File: config.mk
export PLATFORM = sky130hd
export DESIGN_NAME = fuse_shadow_loader
export DESIGN_NICKNAME = d
export VERILOG_FILES = /design/src/rtl/fsl_pkg.sv /design/src/rtl/fsl_ctrl.sv /design/src/rtl/fsl_datapath.sv /design/src/rtl/fuse_shadow_loader.sv
export SDC_FILE = /design/constraint.sdc
export NUM_CORES = 1
export LEC_CHECK = 0
export ABC_CLOCK_PERIOD_IN_PS = 3500
export BUFFER_PORTS_ARGS = -buffer_cell sky130_fd_sc_hd__buf_2
export CORE_MARGIN = 5
export CORE_UTILIZATION = 44
export DETAILED_ROUTE_END_ITERATION = 7
export PLACE_DENSITY_LB_ADDON = 0.25
export SYNTH_ARGS = -nofsm -noshare
export SYNTH_HDL_FRONTEND = slang
export SYNTH_SLANG_ARGS = --single-unit
File: constraint.sdc
create_clock -name clk -period 3.5 [get_ports clk]
set_clock_uncertainty 0.1 [all_clocks]
set_input_delay 0.175 -clock clk [delete_from_list [all_inputs] [get_ports clk]]
set_output_delay 0.175 -clock clk [all_outputs]
set_load 0.02 [all_outputs]
File: src/rtl/fsl_pkg.sv
package fsl_pkg;

  // Strobes issued by the sequencer to the datapath, one cycle each
  typedef struct packed {
    logic capFirst;    // latch the first read of the current word
    logic commitWord;  // second read matched: write shadow word
    logic setTamper;   // second read differed: latch tamper
    logic finish;      // all words stored: release and apply policy
  } fslStrobe_t;

  typedef enum logic [2:0] {
    ST_BOOT,
    ST_RD_A,
    ST_GAP_A,
    ST_RD_B,
    ST_GAP_B,
    ST_FINISH,
    ST_DONE,
    ST_TAMPER
  } fslState_t;

endpackage

File: src/rtl/fsl_ctrl.sv
module fsl_ctrl import fsl_pkg::*; #(
  parameter int TOTAL_WORDS = 15,
  parameter int IDX_W       = 4
) (
  input  logic             clk,
  input  logic             rstN,
  input  logic             fuseAck,
  input  logic             wordMatch,
  output logic             fuseReq,
  output logic [IDX_W-1:0] wordIdx,
  output fslStrobe_t       strobe
);

  localparam logic [IDX_W-1:0] LAST_IDX = IDX_W'(TOTAL_WORDS - 1);

  fslState_t state, stateNext;
  logic [IDX_W-1:0] idxNext;

  always_comb begin
    stateNext = state;
    idxNext   = wordIdx;
    strobe    = '0;
    case (state)
      ST_BOOT:  stateNext = ST_RD_A;
      ST_RD_A: begin
        if (fuseAck) begin
          strobe.capFirst = 1'b1;
          stateNext       = ST_GAP_A;
        end
      end
      ST_GAP_A: stateNext = ST_RD_B;
      ST_RD_B: begin
        if (fuseAck) begin
          if (wordMatch) begin
            strobe.commitWord = 1'b1;
            if (wordIdx == LAST_IDX) begin
              stateNext = ST_FINISH;
            end else begin
              idxNext   = wordIdx + 1'b1;
              stateNext = ST_GAP_B;
            end
          end else begin
            strobe.setTamper = 1'b1;
            stateNext        = ST_TAMPER;
          end
        end
      end
      ST_GAP_B: stateNext = ST_RD_A;
      ST_FINISH: begin
        strobe.finish = 1'b1;
        stateNext     = ST_DONE;
      end
      ST_DONE:   stateNext = ST_DONE;
      ST_TAMPER: stateNext = ST_TAMPER;
      default:   stateNext = ST_TAMPER;
    endcase
  end

  always_ff @(posedge clk or negedge rstN) begin
    if (!rstN) begin
      state   <= ST_BOOT;
      wordIdx <= '0;
    end else begin
      state   <= stateNext;
      wordIdx <= idxNext;
    end
  end

  assign fuseReq = (state == ST_RD_A) || (state == ST_RD_B);

endmodule

File: src/rtl/fsl_datapath.sv
module fsl_datapath import fsl_pkg::*; #(
  parameter int DATA_W        = 32,
  parameter int CFG_WORDS     = 7,
  parameter int KEY_WORDS     = 8,
  parameter int ADDR_W        = 8,
  parameter int CFG_BASE_WORD = 0,
  parameter int KEY_BASE_WORD = 16,
  parameter int LOCK_WORD     = 0,
  parameter int LOCK_BIT      = 17,
  parameter int DBG_WORD      = 0,
  parameter int DBG_BIT       = 9,
  parameter int IDX_W         = 4
) (
  input  logic                        clk,
  input  logic                        rstN,
  input  fslStrobe_t                  strobe,
  input  logic [IDX_W-1:0]            wordIdx,
  input  logic [DATA_W-1:0]           fuseData,
  input  logic                        busRdEn,
  input  logic [ADDR_W-1:0]           busAddr,
  output logic                        wordMatch,
  output logic [DATA_W-1:0]           busRdData,
  output logic                        loadDone,
  output logic                        tamperFlag,
  output logic                        keyRdLock,
  output logic                        dbgLock,
  output logic [KEY_WORDS*DATA_W-1:0] keyOut
);

  localparam int TOTAL_WORDS = CFG_WORDS + KEY_WORDS;
  localparam int WADDR_W     = ADDR_W - 2;

  logic [DATA_W-1:0] shadow [TOTAL_WORDS];
  logic [DATA_W-1:0] firstRead;
  logic [DATA_W-1:0] rdNext;
  logic [WADDR_W-1:0] wAddr;
  logic unusedAddrLsb;

  // Duplicate-read comparison
  always_ff @(posedge clk or negedge rstN) begin
    if (!rstN)                firstRead <= '0;
    else if (strobe.capFirst) firstRead <= fuseData;
  end

  assign wordMatch = (fuseData == firstRead);

  // Shadow storage, written only with a verified word
  always_ff @(posedge clk or negedge rstN) begin
    if (!rstN) begin
      for (int w = 0; w < TOTAL_WORDS; w++) shadow[w] <= '0;
    end else if (strobe.commitWord) begin
      for (int w = 0; w < TOTAL_WORDS; w++)
        if (wordIdx == IDX_W'(w)) shadow[w] <= fuseData;
    end
  end

  // Completion, tamper and policy registers (secure value on reset)
  always_ff @(posedge clk or negedge rstN) begin
    if (!rstN) begin
      loadDone   <= 1'b0;
      tamperFlag <= 1'b0;
      keyRdLock  <= 1'b1;
      dbgLock    <= 1'b1;
    end else begin
      if (strobe.setTamper) tamperFlag <= 1'b1;
      if (strobe.finish && !tamperFlag) begin
        loadDone  <= 1'b1;
        keyRdLock <= shadow[LOCK_WORD][LOCK_BIT];
        dbgLock   <= shadow[DBG_WORD][DBG_BIT];
      end
    end
  end

  // Bus read decoder
  assign wAddr         = busAddr[ADDR_W-1:2];
  assign unusedAddrLsb = ^busAddr[1:0];

  always_comb begin
    rdNext = '0;
    if (loadDone) begin
      for (int n = 0; n < CFG_WORDS; n++)
        if (wAddr == WADDR_W'(CFG_BASE_WORD + n)) rdNext = shadow[n];
      for (int n = 0; n < KEY_WORDS; n++)
        if (wAddr == WADDR_W'(KEY_BASE_WORD + n))
          rdNext = keyRdLock ? '0 : shadow[CFG_WORDS + n];
    end
  end

  always_ff @(posedge clk or negedge rstN) begin
    if (!rstN)        busRdData <= '0;
    else if (busRdEn) busRdData <= rdNext;
  end

  // Hardware key port
  for (genvar k = 0; k < KEY_WORDS; k++) begin : g_keyOut
    assign keyOut[k*DATA_W +: DATA_W] = loadDone ? shadow[CFG_WORDS + k] : '0;
  end

endmodule

File: src/rtl/fuse_shadow_loader.sv
module fuse_shadow_loader import fsl_pkg::*; #(
  parameter int DATA_W        = 32,
  parameter int CFG_WORDS     = 7,
  parameter int KEY_WORDS     = 8,
  parameter int ADDR_W        = 8,
  parameter int CFG_BASE_WORD = 0,
  parameter int KEY_BASE_WORD = 16,
  parameter int LOCK_WORD     = 0,
  parameter int LOCK_BIT      = 17,
  parameter int DBG_WORD      = 0,
  parameter int DBG_BIT       = 9,
  localparam int TOTAL_WORDS  = CFG_WORDS + KEY_WORDS,
  localparam int IDX_W        = $clog2(TOTAL_WORDS)
) (
  input  logic                        clk,
  input  logic                        rstN,
  output logic                        fuseReq,
  output logic [IDX_W-1:0]            fuseAddr,
  input  logic                        fuseAck,
  input  logic [DATA_W-1:0]           fuseData,
  input  logic                        busRdEn,
  input  logic [ADDR_W-1:0]           busAddr,
  output logic [DATA_W-1:0]           busRdData,
  output logic                        loadDone,
  output logic                        cpuRelease,
  output logic                        tamperFlag,
  output logic                        keyRdLock,
  output logic                        dbgLock,
  output logic [KEY_WORDS*DATA_W-1:0] keyOut
);

  fslStrobe_t strobe;
  logic       wordMatch;

  fsl_ctrl #(
    .TOTAL_WORDS(TOTAL_WORDS),
    .IDX_W      (IDX_W)
  ) u_ctrl (
    .clk      (clk),
    .rstN     (rstN),
    .fuseAck  (fuseAck),
    .wordMatch(wordMatch),
    .fuseReq  (fuseReq),
    .wordIdx  (fuseAddr),
    .strobe   (strobe)
  );

  fsl_datapath #(
    .DATA_W       (DATA_W),
    .CFG_WORDS    (CFG_WORDS),
    .KEY_WORDS    (KEY_WORDS),
    .ADDR_W       (ADDR_W),
    .CFG_BASE_WORD(CFG_BASE_WORD),
    .KEY_BASE_WORD(KEY_BASE_WORD),
    .LOCK_WORD    (LOCK_WORD),
    .LOCK_BIT     (LOCK_BIT),
    .DBG_WORD     (DBG_WORD),
    .DBG_BIT      (DBG_BIT),
    .IDX_W        (IDX_W)
  ) u_dp (
    .clk       (clk),
    .rstN      (rstN),
    .strobe    (strobe),
    .wordIdx   (fuseAddr),
    .fuseData  (fuseData),
    .busRdEn   (busRdEn),
    .busAddr   (busAddr),
    .wordMatch (wordMatch),
    .busRdData (busRdData),
    .loadDone  (loadDone),
    .tamperFlag(tamperFlag),
    .keyRdLock (keyRdLock),
    .dbgLock   (dbgLock),
    .keyOut    (keyOut)
  );

  assign cpuRelease = loadDone;

endmodule

==> results of run 1 <==
## how the worst min path moves through the flow
stage | to | slack, ns | cells after the start
final | u_dp.shadow[12] | 0.03 | 2
after global routing | u_dp.shadow[12] | 0.03 | 2
after CTS | u_dp.shadow[125] | 0.0001 | 2
after detailed placement | u_dp.shadow[196] | 0.22 | 1
after global placement | u_dp.shadow[225] | 0.20 | 1
after floorplan | u_ctrl.state[0] | -0.22 | 0
## final cells by class
| class | count | area (um2) | area share, % |
|---|---|---|---|
| sequential | 555 | 13900 | 42.4 |
| clock buffer | 83 | 1660 | 5.08 |
| inverter | 10 | 37.5 | 0.115 |
| tap | 846 | 1060 | 3.23 |
| clock inverter | 18 | 208 | 0.634 |
| multi-input combinational | 1532 | 13000 | 39.6 |
| antenna | 1 | 2.50 | 0.00764 |
| timing repair buffer | 465 | 2920 | 8.90 |
## state kept, by name (all words and copies together), names as in the netlist
signal	flops
u_dp.shadow	480
u_dp.busRdData	32
u_dp.firstRead	32
u_ctrl.wordIdx	4
u_ctrl.state	3
u_dp.dbgLock	1
u_dp.keyRdLock	1
u_dp.loadDone	1
u_dp.tamperFlag	1
## per-stage QoR
step / std cells / setup WS (ns) / hold slack [ns] / util [%] / area [um2]
after floorplan: 2299 / 0.926 / -0.221 / - / 27800
after global placement: 3404 / 0.406 / 0.201 / 49.2 / 30800
after detailed placement: 3404 / 0.337 / 0.218 / 49.2 / 30800
after CTS: 3509 / 0.484 / 0.000125 / 52.2 / 32800
after global routing: 3509 / 0.324 / 0.0276 / 52.2 / 32800
final: 3510 / 0.488 / 0.0336 / 52.2 / 32800
## worst max-delay path: stages (launching register included)
cell and delay (ns):
dfrtp_4 0.84, buf_4 0.67, and2_1 0.33, buf_2 0.20
## kinds of logic (layout without fill, tap and decap cells)
logic type	count (synthesis)	in the layout	share of synthesized area, %
and+or+nand+nor	531	531	11.0
xor gates and xnor gates	34	34	1.07
other	0	1	0
muxes	572	572	24.6
buffers and inverters	212	576	3.58
adders and majority gates	4	4	0.180
DFF	555	555	50.0
AOI/OAI and AO/OA	391	391	9.51
## metal layers
| layer | global-route usage (%) | up-vias | wire (um) |
|---|---|---|---|
| met2 | 43.4 | 1051 | 44500 |
| met3 | 6.01 | 233 | 8420 |
| li1 | - | 8911 | - |
| met1 | 39.2 | 11000 | 41700 |
| met5 | 0 | - | 85 |
| met4 | 10.9 | 14 | 4200 |
## power groups by stage
stage / clock (mW) / combinational, mW / sequential (mW)
2_1_floorplan: 0 / 0.327 / 6.62
3_3_place_gp: 0 / 0.736 / 6.63
3_5_place_dp: 0 / 0.754 / 6.64
4_1_cts: 6.23 / 0.761 / 6.52
5_1_grt: 6.49 / 0.820 / 6.52
6_report: 6.16 / 0.765 / 6.52
## cells in the final DEF (no fill, tap or decap), types with 56 or more instances in the layout
cell and n:
and2_1 260, dfrtp_1 552, a22oi_1 64, nor2_1 59, clkbuf_16 56, mux2_4 90
mux2_2 396, buf_4 103, buf_2 337, a21oi_1 105, o21ai_0 64, nand2_1 91
## timing repair
action	CTS	global route
endpoints found under the setup margin	0	0
hold buffers	4	0
endpoints found under the hold margin	96	0
==> reports/metrics.csv, run 1 <==
metric,value,unit
hpwl,68300,um
drc,0,
finalPower,13.4,mW
dr.pass1.iters,6,
ys_warn_count,0,
syn-instance-count,2299,
required,3.22,ns
clockBufferDepth,3,
syn-num-nets,2347,
synth_edf_count,0,
vias_per_cell,6.03,
layout_worst_path_cycle_share,86.1,%
initial_core_util,44.3,%
netlist_area,0.0278,mm2
reg2reg_to,u_dp.shadow[311],
fin_tns_setup,0,ns
fmax,0.332,GHz
path_class,reg2out,
finalWeightedCongestion,0.877,
io_pins,342,
crit_arrival,2.74,ns
r2r_setup_slack,0.50,ns
area.growth.synth_to_final,18.0,%
nets,2668,
coreArea,0.0627,mm2
grt_pass1_wl,145000,um
min_period,3.01,ns
drtAntennaViolNets,0,
grt_overflow,0,
fillers,5423,
wire_per_inst,28.2,um
die_area,0.0682,mm2
cp-endpoint,keyOut[250],
vias,21200,
io_buffers,339,
grt_use_total,28.2,%
r2r_start,u_dp.firstRead[18],
clk_pin_slew,0.06,ns
antenna_found_initial,8,
die_h,261,um
fp.dieW,261,um
rows,92,
cts_num_sinks,555,
slew_headroom,29.0,%
synth.avg_cell_area,12.1,um2
hold_viol,0,
slew_viol_final,0,
intPower,10.2,mW
cts_setup_buffers,0,
start_kind,register,
vdd_drop_max,0.340,mV
grt_pass1_vias,21600,
cts_buffers,56,
synth_cell_type_count,67,
p_clk_share,45.8,%
insertion_delay,0.63,ns
ys_ff_latch,555,
async_flop_share,100,%
drt-total-wl,98900,um
root_buffer,clkbuf_16,
grt_max_degree,102,
yosysSeqAreaShare,50.0,%
reg2regPathDepth,7,
rsz0062_at_grt,false,
drt_iter0_markers,2096,
synth_top_flop_cell,dfrtp_1,
synth_commonest_cells,"dfrtp_1, mux2_2, and2_1",
p_leak,16.7,nW
cts_htree_levels,2,
worstSetupStartpoint,u_dp.loadDone,
status,completed,
synth_top_area_share,49.8,%
drv_cap,0,
power.share.sequential,48.5,%
hp-start,fuseData[12],
yosys.cell_count.top_type,dfrtp_1,
powerDensity,411,mW/mm2
yosysTopAreaCell,dfrtp_1,
switching_share,23.9,%
power_switching,3.21,mW
cp-end-kind,output pin,
ctsResizeCount,0,
hp-class,in2reg,
cp_max_fo,91,
worstMarginPinSlew,1.06,ns
setup_violations,0,
cts_tree,built,
combPwrFrac,5.7,%
synth.area.top_cells,"dfrtp_1, mux2_2, and2_1",
drive_gt1_share,40.6,%
Note: power is estimated with default switching activity, not from simulation.
==> run 2, diff against run 1 <==
Settings changed: BUFFER_PORTS_ARGS -buffer_cell sky130_fd_sc_hd__buf_2 to unset, DONT_BUFFER_PORTS set to 1.
==> run 2 against run 1 <==
First-iteration DRC count up 18%. Fmax shrank 10%. Critical path type is now in2reg. Highest routed layer unchanged. Wire length increased by 1.7%. The run now ends with hold timing, slew limit left.
==> reports/metrics.csv, run 2 (same netlist as run 1, synthesis figures left out) <==
metric,value,unit,change
grt_pass1_vias,19700,,-8.5%
place_ws,0.370,ns,+0.0331 ns
p_leak,14.8,nW,-11%
io_pins,342,,unchanged
slowest_stage,dlygate4sd3_1,,
antenna_found_initial,3,,-5
final_util,49.6,%,-2.6 points
switching_share,22.7,%,-1.2 points
met1_usage,39.6,%,+0.34 points
powerDensity,435,mW/mm2,+6.0%
crit_arrival,3.71,ns,+0.97 ns
layout_commonest_cell,dfrtp_1,,
insertion_delay,0.63,ns,about the same
layout_common_cells,"dfrtp_1, mux2_2, and2_1",,
clockBufferDepth,3,,unchanged
vias,20200,,-4.8%
cts_hold_buf,38,,+34
power_switching,3.07,mW,-4.5%
hpwl,63500,um,-7.0%
drc,0,,unchanged
cts_num_sinks,555,,unchanged
grt.busiest_layer,met2,,
die_area,0.0682,mm2,unchanged
die_h,261,um,unchanged
grt_overflow,0,,unchanged
top_regs,"u_dp.shadow x480, u_dp.busRdData x32, u_dp.firstRead x32",,
slew_headroom,-154,%,-180 points
hold_viol,444,,+444
start_kind,input pin,,
io_buffers,0,,-100%
intPower,10.5,mW,+2.2%
setup_violations,0,,unchanged
drtAntennaViolNets,0,,unchanged
drt_iter0_markers,2466,,+18%
finalWorstSetupSlack,0.153,ns,-0.335 ns
met2_usage,44.4,%,+1.0 points
drv_cap,0,,unchanged
hp-class,in2async,,
initial_core_util,44.3,%,unchanged
hold_ws,-0.814,ns,-0.848 ns
path_class,in2reg,,
regMostFlops,u_dp.shadow,,
nets,2322,,-13%
cts_setup_buffers,0,,unchanged
p_clk_share,47.8,%,+2.0 points
coreArea,0.0627,mm2,unchanged
largest_register_ffs,480,,unchanged
grt_max_degree,556,,+450%
status,"complete, but fails checks",,
root_buffer,clkbuf_16,,
grt_use_total,28.5,%,+0.30 points
slowest_delay,0.67,ns,-0.17 ns
finalWeightedCongestion,0.893,,+1.8%
grt_pass1_wl,144000,um,-0.58%
use_met3,6.71,%,+0.70 points
ctsResizeCount,0,,unchanged
wire_per_inst,31.8,um,+13%
rows,92,,unchanged
vias_per_cell,6.36,,+5.5%
fp.dieW,261,um,unchanged
layout_worst_path_cycle_share,95.6,%,+9.6 points
slew_viol_final,444,,+444
cp-end-kind,register,,
worstPathCellList,"dlygate4sd3_1, nor4bb_2, dlygate4sd3_1, buf_4, nand2_1, o221ai_1, a211oi_1, o21ai_0, nand2_1",,
power.share.sequential,48.1,%,-0.4 points
combPwrFrac,4.1,%,-1.6 points
cts_buffers,56,,unchanged
drive_gt1_share,30.3,%,-10 points
min_period,3.35,ns,+0.335 ns
worstMarginPinSlew,3.81,ns,+2.75 ns
required,3.87,ns,+0.65 ns
dr.pass1.iters,6,,unchanged
cts_htree_levels,2,,unchanged
clk_pin_slew,0.06,ns,about the same
vdd_drop_max,0.408,mV,+20%
area.growth.synth_to_final,12.0,%,
cts_tree,built,,
rsz0062_at_grt,false,,
fin_tns_setup,0,ns,unchanged
cp_max_fo,9,,-90%
drt-total-wl,101000,um,+1.7%
fmax,0.299,GHz,-10%
violations,"hold timing, slew limit",,
run 2: worst max-delay path, delay by kind of cell:
family          cells  cell delay [ns]
compound gates      3             1.02
buf+inv             3             1.45
simple gates        3             1.06
run 2: worst paths after layout:
check                                   start                  to  slack [ns]  cells past startpoint
max                                busAddr[7]  u_dp.busRdData[21]        0.15                      9
min                                      rstN    u_dp.shadow[199]       -0.81                      0
max reg2reg                u_dp.firstRead[13]    u_dp.shadow[412]        0.35                      7
min reg2reg                  u_dp.shadow[452]    u_dp.shadow[452]        0.40                      1
max in group asynchronous                rstN       u_dp.loadDone        0.66                      0
min in group clk                      busRdEn  u_dp.busRdData[15]        0.04                      3
run 2: stage by stage:
step,hold WS (ns),cells,total power [mW],instance area (um2)
after detailed placement,-0.191,3024,6.99,28700
after CTS,-0.845,3165,13.6,31100
after global routing,-0.844,3165,13.9,31100
after floorplan,-0.221,2299,6.94,27800
after global placement,-0.187,3024,6.98,28700
final,-0.814,3167,13.5,31100
run 2: power by group through the flow:
stage               clock network [mW]  logic [mW]  registers [mW]
global placement                     0       0.358            6.62
CTS                               6.52       0.536            6.51
global route                      6.78       0.571            6.51
detailed placement                   0       0.367            6.63
finish                            6.47       0.549            6.51
floorplan                            0       0.327            6.62
run 2: area by class of cell:
| cell class | count | area (um2) |
|---|---|---|
| multi-input cells | 1532 | 13000 |
| inverters | 10 | 37.5 |
| fillers | 5485 | 31600 |
| repair buffers | 119 | 1140 |
| diodes | 2 | 5.00 |
| flip-flops and latches | 555 | 13900 |
| well taps | 846 | 1060 |
| clock buffers | 87 | 1760 |
| clock inverters | 16 | 229 |
run 2: metal layers:
layer | vias to the layer above | wire [um]
li1 | 8241 | -
met1 | 10700 | 41500
met2 | 1050 | 45600
met3 | 178 | 9760
met4 | 2 | 3640
met5 | - | 15
==> run 3, diff against run 2 <==
Settings changed: ABC_CLOCK_PERIOD_IN_PS 3500 to 3450, PLACE_DENSITY_LB_ADDON 0.25 to unset.
Clock period 3.5 ns to 3.45 ns, I/O delays scaled along.
==> run 3 against run 2 <==
The run still ends with hold timing, slew limit left. First-iteration DRC count is 5.8% lower. Cell count increased by 0.35%. Critical path depth is the same. Combinational power is 2% higher. Final area up 0.21%. Count of clock-buffer cells in the layout decreased by 2. Highest routed layer unchanged.
==> reports/metrics.csv, run 3 (same netlist as run 1, synthesis figures left out) <==
metric,value,unit,change
coreArea,0.0627,mm2,unchanged
power_switching,3.08,mW,+0.29%
power.share.sequential,48.7,%,+0.6 points
r2r_start,u_dp.firstRead[26],,
cts_hold_buf,40,,+5.3%
required,3.81,ns,-0.06 ns
io_buffers,0,,unchanged
start_kind,input pin,,
hold_viol,554,,+25%
fmax,0.295,GHz,
cts_tree,built,,
finalPower,13.6,mW,+0.27%
violations,"hold timing, slew limit",,
cts_htree_levels,2,,unchanged
dr.pass1.iters,8,,+2
vias_per_cell,6.29,,-1.2%
final_util,49.7,%,+0.11 points
fp.dieW,261,um,unchanged
hp-class,in2async,,
slew_headroom,-34.4,%,+120 points
layout_worst_path_cycle_share,98.2,%,
hold_ws,-0.801,ns,+0.0127 ns
use_met3,8.68,%,+2.0 points
min_period,3.39,ns,
drt-total-wl,101000,um,+0.42%
drtAntennaViolNets,0,,unchanged
place_area,0.0288,mm2,+0.32%
path_class,in2reg,,
cts_num_sinks,555,,unchanged
antenna_found_initial,10,,+7
layout_common_cells,"dfrtp_1, mux2_2, and2_1",,
nets,2330,,+0.34%
grt_max_degree,556,,unchanged
worstSetupStartpoint,busAddr[7],,
grt_use_total,28.6,%,+0.11 points
cts_setup_buffers,0,,unchanged
crit_arrival,3.74,ns,+0.03 ns
layout_commonest_cell,dfrtp_1,,
initial_core_util,44.3,%,unchanged
finalWeightedCongestion,0.855,,-4.2%
reg2reg_to,u_dp.shadow[128],,
regMostFlops,u_dp.shadow,,
area.growth.synth_to_final,12.3,%,
cts_buffers,58,,+3.6%
combPwrFrac,4.1,%,about the same
switching_share,22.7,%,about the same
cp-end-kind,register,,
insertion_delay,0.62,ns,about the same
grt.busiest_layer,met2,,
met2_usage,43.9,%,-0.54 points
clk_pin_slew,0.06,ns,about the same
hpwl,63700,um,+0.35%
vdd_drop_max,0.358,mV,-12%
status,"complete, but fails checks",,
die_h,261,um,unchanged
drc,0,,unchanged
worstPathCellList,"dlygate4sd3_1, nor4bb_2, dlygate4sd3_1, buf_4, nand2_1, o221ai_2, a211oi_1, o21ai_0, nand2_1",,
cp_max_fo,9,,unchanged
die_area,0.0682,mm2,unchanged
finalWorstSetupSlack,0.0627,ns,-0.0900 ns
drt_iter0_markers,2323,,-5.8%
place_ws,0.436,ns,+0.0666 ns
powerDensity,435,mW/mm2,about the same
setup_violations,0,,unchanged
grt_pass1_vias,19700,,-0.11%
drv_cap,0,,unchanged
fin_area,0.0312,mm2,+0.21%
top_regs,"u_dp.shadow x480, u_dp.busRdData x32, u_dp.firstRead x32",,
slowest_stage,dlygate4sd3_1,,
wire_per_inst,31.8,um,about the same
p_leak,14.8,nW,+0.16%
path_buf_inv,3,,unchanged
fin_tns_setup,0,ns,unchanged
largest_register_ffs,480,,unchanged
io_pins,342,,unchanged
slew_viol_final,368,,-17%
rows,92,,unchanged
p_clk_share,47.2,%,-0.6 points
root_buffer,clkbuf_16,,
grt_overflow,0,,unchanged
drive_gt1_share,30.4,%,+0.064 points
grt_pass1_wl,144000,um,about the same
rsz0062_at_grt,false,,
worstMarginPinSlew,2.02,ns,-1.80 ns
reg2regPathDepth,8,,+1
slowest_delay,0.71,ns,+0.04 ns
r2r_setup_slack,0.39,ns,+0.04 ns
cpLargestDelayFamily,buffers and inverters,,
clockBufferDepth,3,,unchanged
vias,20000,,-0.89%
met1_usage,39.1,%,-0.48 points
intPower,10.5,mW,+0.26%
==> run 3: changes by cell type in the layout (fill, tap and decap cells not counted), sizes merged <==
cell	previous run	this run
buf	81	85
diode	2	8
clkinvlp	2	0
dlygate4sd3	38	40
clkinv	9	12
clkbuf	87	85
==> run 3: worst reg2reg max path, cell delays in order, from the launching register on <==
cell,delay (ns)
dfrtp_1,0.39
xnor2_1,0.18
nand4_1,0.18
nor3_1,0.21
nand4_1,0.35
buf_4,0.33
nor4_4,0.38
buf_4,0.42
mux2_2,0.40
==> run 3: worst max path at each step <==
| stage | to | cells after the start |
|---|---|---|
| after CTS | u_dp.busRdData[21] | 9 |
| after global routing | u_dp.busRdData[9] | 9 |
| after floorplan | u_dp.shadow[88] | 8 |
| final | u_dp.busRdData[6] | 9 |
| after detailed placement | u_dp.shadow[128] | 8 |
| after global placement | u_dp.shadow[129] | 8 |
==> run 3: per-layer routing <==
| metal | up-vias | part of all wire, % |
|---|---|---|
| met4 | 8 | 3.4 |
| li1 | 8272 | - |
| met5 | - | 0.057 |
| met3 | 189 | 11 |
| met1 | 10500 | 41 |
| met2 | 1041 | 45 |
==> run 3: per-stage QoR <==
stage / hold WS (ns) / std cells
finish: -0.801 / 3178
global route: -0.848 / 3174
CTS: -0.852 / 3170
detailed placement: -0.192 / 3028
global placement: -0.192 / 3028
floorplan: -0.223 / 2299
==> run 3: area by class of cell <==
class	count	area (um2)
multi-input cells	1532	13000
well taps	846	1060
repair buffers	125	1240
clock inverters	17	221
fillers	5478	31600
flip-flops and latches	555	13900
inverters	10	37.5
clock buffers	85	1690
diodes	8	20.0
==> run 3: what timing repair did <==
action / in CTS / in global routing
resized for setup: 0 / 2
setup endpoints to repair: 0 / 2
hold endpoints to repair: 1085 / 555
==> run 3: power groups by stage <==
| stage | Combinational (mW) | Clock (mW) | Sequential, mW |
|---|---|---|---|
| 2_1_floorplan | 0.331 | 0 | 6.71 |
| 3_3_place_gp | 0.359 | 0 | 6.72 |
| 3_5_place_dp | 0.370 | 0 | 6.72 |
| 4_1_cts | 0.545 | 6.49 | 6.60 |
| 5_1_grt | 0.582 | 6.74 | 6.61 |
| 6_report | 0.558 | 6.41 | 6.60 |
